### src/rtl/pipe_interlock_pkg.sv
package pipe_interlock_pkg;
  localparam int unsigned REG_W = 5;

  typedef logic [REG_W-1:0] reg_idx_t;

  typedef struct packed {
    logic     vld;
    reg_idx_t dst;
  } ld_tag_t;
endpackage

### src/rtl/pipe_ld_track.sv
module pipe_ld_track
  import pipe_interlock_pkg::*;
#(
  parameter int unsigned LD_LAT = 2
) (
  input  logic     clk_i,
  input  logic     rst_ni,
  input  logic     push_i,
  input  reg_idx_t push_dst_i,
  input  reg_idx_t src_a_i,
  input  reg_idx_t src_b_i,
  output logic     hit_o
);
  // entry 0 = load in EX, entry LD_LAT-1 = last stage before data is forwardable
  ld_tag_t             tag_q [LD_LAT];
  logic [LD_LAT-1:0]   match;

  for (genvar i = 0; i < LD_LAT; i++) begin : g_stage
    if (i == 0) begin : g_head
      always_ff @(posedge clk_i or negedge rst_ni) begin
        if (!rst_ni) tag_q[0] <= '0;
        else         tag_q[0] <= '{vld: push_i, dst: push_dst_i};
      end
    end else begin : g_tail
      always_ff @(posedge clk_i or negedge rst_ni) begin
        if (!rst_ni) tag_q[i] <= '0;
        else         tag_q[i] <= tag_q[i-1];
      end
    end

    assign match[i] = tag_q[i].vld &&
                      (((src_a_i != '0) && (src_a_i == tag_q[i].dst)) ||
                       ((src_b_i != '0) && (src_b_i == tag_q[i].dst)));
  end

  assign hit_o = |match;
endmodule

### src/rtl/pipe_br_ctl.sv
module pipe_br_ctl #(
  parameter int unsigned BR_STALLS = 2
) (
  input  logic clk_i,
  input  logic rst_ni,
  input  logic adv_br_i,
  input  logic adv_likely_i,
  input  logic ex_taken_i,
  input  logic stall_i,
  output logic redirect_o,
  output logic squash_o,
  output logic shadow_o
);
  localparam int unsigned CNT_W = $clog2(BR_STALLS + 1);
  localparam logic [CNT_W-1:0] CNT_LOAD = CNT_W'(BR_STALLS);

  logic             ex_br_q, ex_likely_q, slot_wait_q;
  logic [CNT_W-1:0] cnt_q;
  logic             pending, arm;

  assign redirect_o = ex_br_q && ex_taken_i;
  assign squash_o   = ex_br_q && ex_likely_q && !ex_taken_i;
  assign shadow_o   = (cnt_q != '0);

  // bubbles start only once the delay slot has left RF
  assign pending = redirect_o || slot_wait_q;
  assign arm     = pending && !stall_i;

  always_ff @(posedge clk_i or negedge rst_ni) begin
    if (!rst_ni) begin
      ex_br_q     <= 1'b0;
      ex_likely_q <= 1'b0;
      slot_wait_q <= 1'b0;
      cnt_q       <= '0;
    end else begin
      ex_br_q     <= adv_br_i;
      ex_likely_q <= adv_likely_i;
      slot_wait_q <= pending && stall_i;
      if (arm)           cnt_q <= CNT_LOAD;
      else if (shadow_o) cnt_q <= cnt_q - 1'b1;
    end
  end
endmodule

### src/rtl/pipe_interlock.sv
module pipe_interlock
  import pipe_interlock_pkg::*;
#(
  parameter int unsigned LD_LAT    = 2,
  parameter int unsigned BR_STALLS = 2
) (
  input  logic                 clk_i,
  input  logic                 rst_ni,
  input  logic                 rf_valid_i,
  input  logic [REG_W-1:0]     rf_src_a_i,
  input  logic [REG_W-1:0]     rf_src_b_i,
  input  logic [REG_W-1:0]     rf_dst_i,
  input  logic                 rf_load_i,
  input  logic                 rf_branch_i,
  input  logic                 rf_likely_i,
  input  logic                 ex_taken_i,
  output logic                 stall_o,
  output logic                 ex_bubble_o,
  output logic                 squash_o,
  output logic                 redirect_o
);
  logic ld_hit, br_shadow, advance, push_ld;

  pipe_ld_track #(.LD_LAT(LD_LAT)) u_ld (
    .clk_i      (clk_i),
    .rst_ni     (rst_ni),
    .push_i     (push_ld),
    .push_dst_i (rf_dst_i),
    .src_a_i    (rf_src_a_i),
    .src_b_i    (rf_src_b_i),
    .hit_o      (ld_hit)
  );

  pipe_br_ctl #(.BR_STALLS(BR_STALLS)) u_br (
    .clk_i        (clk_i),
    .rst_ni       (rst_ni),
    .adv_br_i     (advance && rf_branch_i),
    .adv_likely_i (advance && rf_branch_i && rf_likely_i),
    .ex_taken_i   (ex_taken_i),
    .stall_i      (stall_o),
    .redirect_o   (redirect_o),
    .squash_o     (squash_o),
    .shadow_o     (br_shadow)
  );

  // annul and post-branch shadow win over load interlock
  assign stall_o     = rf_valid_i && ld_hit && !squash_o && !br_shadow;
  assign ex_bubble_o = stall_o || squash_o || br_shadow;
  assign advance     = rf_valid_i && !ex_bubble_o;
  assign push_ld     = advance && rf_load_i && (rf_dst_i != '0);
endmodule

### config.mk
export PLATFORM = sky130hd
export DESIGN_NAME = pipe_interlock
export DESIGN_NICKNAME = d
export VERILOG_FILES = /design/src/rtl/pipe_interlock_pkg.sv /design/src/rtl/pipe_ld_track.sv /design/src/rtl/pipe_br_ctl.sv /design/src/rtl/pipe_interlock.sv
export SDC_FILE = /design/constraint.sdc
export NUM_CORES = 1
export LEC_CHECK = 0
export BUFFER_PORTS_ARGS = -buffer_cell sky130_fd_sc_hd__buf_2
export CAP_MARGIN = 20
export CORE_MARGIN = 2
export CORE_UTILIZATION = 35
export DETAILED_ROUTE_END_ITERATION = 6
export SLEW_MARGIN = 30
export SYNTH_ARGS = -nofsm -noshare
export SYNTH_HDL_FRONTEND = slang
export SYNTH_SLANG_ARGS = --single-unit
### constraint.sdc
create_clock -name clk_i -period 3.6 [get_ports clk_i]
set_input_delay 0.18 -clock clk_i [delete_from_list [all_inputs] [get_ports clk_i]]
set_output_delay 0.18 -clock clk_i [all_outputs]
set_load 0.03 [all_outputs]
==> impl_results.md <==
- Post-Route Setup TNS: 0 ps
- Number of buffers created by CTS: 3
- Via-per-instance ratio: 4.77
- CTS clock-pin slew for the worst setup and hold paths: 110 ps
- Worst Path Required: 3420 ps
- Crit end category: output port
- Reg area: 425 µm²
- Hold path start: rf_branch_i
- Dpl hpwl: 1.33 mm
- Sink Count: 17
- P&R area growth vs syn: 29.6%
- Max Fclk: 470 MHz
- H-tree levels: 1
- Total gr overflow: 0
- Die area: 2820 µm²
- Largest net degree at the start of global routing: 18
- Post-layout min period: 2130 ps
- Crit share post-route: 0.591
- Pre-CTS WS: 1790 ps
- Synth Register Bits: 17
- Cell Pwr Density: 434 nW/µm²
- Mean Syn Cell Area: 10.6 µm²
- TritonCTS clock tree: yes
- Reg2reg path depth: 5
- Input/output buffers: 25
- Layout fillers: 229
- Layout Utilization: 0.486
- Hold Path Class: primary input to flop
- Global-route wire length before repair: 2.99 mm
- Worst vdd ir: 0.244 mV
- Leak pwr: 0.508 nW
- Post-CTS Setup Inserts: 0
- R2R setup slack: 1950 ps
- Crit-path max FO: 5
- Share of layout cells above drive strength 1: 0.270
- CP Class: flop to output port
- Worst setup SP type: flop
- Routed Antenna Nets: 0
- Initial core utilization: 0.375
- Global placement routability congestion: 0.828
- R2R Path End: u_br.cnt_q[1]
- Drt pass-1 iters: 4
- Number of DRC markers in iteration 0: 2
- Die width: 53.1 µm
- Tot GR Track Use: 0.154
- CP startpoint: u_ld.tag_q[8]
- Number of max-cap violations: 0
- DRC: 0
- Worst hold endpoint: u_br.ex_br_q
- # setup viols final: 0
- Unrepaired setup endpoints after global routing: no
- Multi-input gate area: 397 µm²
- Synthesized netlist net count: 103
- Synth top area share: 0.504
- Slew Limit Fails: 0
- Core Footprint: 2250 µm²
- Cells after DPL: 133
- Die Ht: 53.1 µm
- Hold Crit Depth: 3
- Antenna violations before repair: 0
- Number of global-route vias before repair: 723
- Least-Margin Pin Slew: 373 ps
- # rows: 17
- DR WL/cell: 11.7 µm
- Synthesized area: 845 µm²
- Synth warn: 0
- Number of hold violations in the final report: 0
- Clock buffer depth: 2
- Fin cells: 143
- CTS root buf: clkbuf_4
- Worst skew pair latency: 290 ps
- Ports: 26
- Rel. slew slack: 0.751
- Mapped Cells: 80
- Final WS setup: 1470 ps
- Post-synthesis sequential area ratio: 0.504
- Synth area leader: dfrtp_1
- Diodes inserted: 0
- # nets final: 139
- Worst path arrival time: 1950 ps
- Ranking of synthesized cells by area: dfrtp_1 50%, xor2_1 13%, xnor2_1 8.3%
- Final wirelength: 1.67 mm
- Synth unique cells: 22
- Skew final: 6.75 ps
- Status: finished, final reports clean
- Via count: 682
- Reg2reg start: u_ld.tag_q[8]
[cell usage after synthesis]
library cell / count
a31o_1: 1
or4_1: 1
nand3_1: 1
a21boi_1: 1
a211o_2: 1
nor4_1: 3
xor2_1: 13
nor3_1: 6
or2_2: 1
a211o_1: 1
xnor2_1: 8
ha_1: 1
a31oi_1: 1
nor2_1: 2
dfrtp_1: 17
nand4_1: 5
nand3b_1: 1
and2_1: 1
a21oi_1: 2
inv_1: 6
nand2_1: 5
o21ai_0: 2
[kinds of logic (layout without fill, tap and decap cells)]
| group | after synthesis | after routing | synth area share |
|---|---|---|---|
| buffers and inverters | 6 | 41 | 0.0267 |
| DFF | 17 | 17 | 0.504 |
| adders and majority gates | 1 | 1 | 0.0148 |
| and+or+nand+nor | 26 | 26 | 0.164 |
| AOI/OAI and AO/OA | 9 | 9 | 0.0726 |
| xor gates and xnor gates | 21 | 21 | 0.218 |
[area by class of cell]
class                      instances  share of cell area
timing repair buffer              31               0.169
sequential                        17               0.389
clock buffer                       3              0.0206
multi-input combinational         57               0.362
inverter                           6              0.0206
clock inverter                     1             0.00686
tap                               28              0.0320
[flip-flops by register name, summed over array words and instances (netlist names)]
register	cells
u_br.cnt_q	2
u_br.ex_br_q	1
u_br.ex_likely_q	1
u_br.slot_wait_q	1
u_ld.tag_q	12
[layer usage]
| layer | vias to the layer above | global-route usage | routed length (µm) |
|---|---|---|---|
| met4 | 0 | 0.0769 | 17 |
| met2 | 11 | 0.248 | 811 |
| met1 | 323 | 0.194 | 795 |
| met5 | - | 0 | 0 |
| met3 | 2 | 0.0339 | 48 |
| li1 | 346 | - | - |
[critical path, cell delays in order (launching register included)]
cell,delay (ps)
dfrtp_1,440
xor2_1,180
nor3_1,200
nand4_1,160
a211o_1,380
nand4_1,110
buf_2,200
[how the worst max path moves through the flow]
stage	slack [ps]	to	depth (start not counted)
finish	1470	ex_bubble_o	6
global route	1340	ex_bubble_o	6
global placement	1800	ex_bubble_o	6
detailed placement	1790	ex_bubble_o	6
floorplan	1940	ex_bubble_o	5
CTS	1440	ex_bubble_o	6
[power breakdown]
| part | internal (mW) | switching (mW) | leakage [nW] |
|---|---|---|---|
| logic | 0.0645 | 0.0779 | 0.285 |
| registers | 0.215 | 0.0139 | 0.209 |
| clock network | 0.0422 | 0.0620 | 0.0139 |
| total | 0.322 | 0.154 | 0.508 |
[placed cells by master, fill, tap and decap left out]
| cell | instances |
|---|---|
| nand4_1 | 5 |
| or4_1 | 1 |
| nor4_1 | 3 |
| a211o_1 | 1 |
| nor3_1 | 6 |
| nand3_1 | 1 |
| clkbuf_4 | 3 |
| a21boi_1 | 1 |
| nand2_1 | 5 |
| dfrtp_1 | 17 |
| nor2_1 | 2 |
| inv_1 | 6 |
| or2_2 | 1 |
| a211o_2 | 1 |
| ha_1 | 1 |
| xor2_1 | 13 |
| xnor2_1 | 8 |
| buf_2 | 25 |
| nand3b_1 | 1 |
| dlygate4sd3_1 | 6 |
| a31o_1 | 1 |
| a21oi_1 | 2 |
| a31oi_1 | 1 |
| o21ai_0 | 2 |
| and2_1 | 1 |
| clkinvlp_4 | 1 |
[through the flow]
step                      hold WS [ps]  cell area (µm²)  power, mW
final                              114             1090      0.476
after global routing               112             1090      0.513
after floorplan                   -116              845      0.326
after global placement             119             1000      0.368
after detailed placement           121             1000      0.372
after CTS                          113             1090      0.481
[what timing repair did]
action,4_1_cts,5_1_grt
hold buffers,6,0
hold endpoints to repair,22,0
resized for setup,0,0
Power figures use the tool's default switching activity.
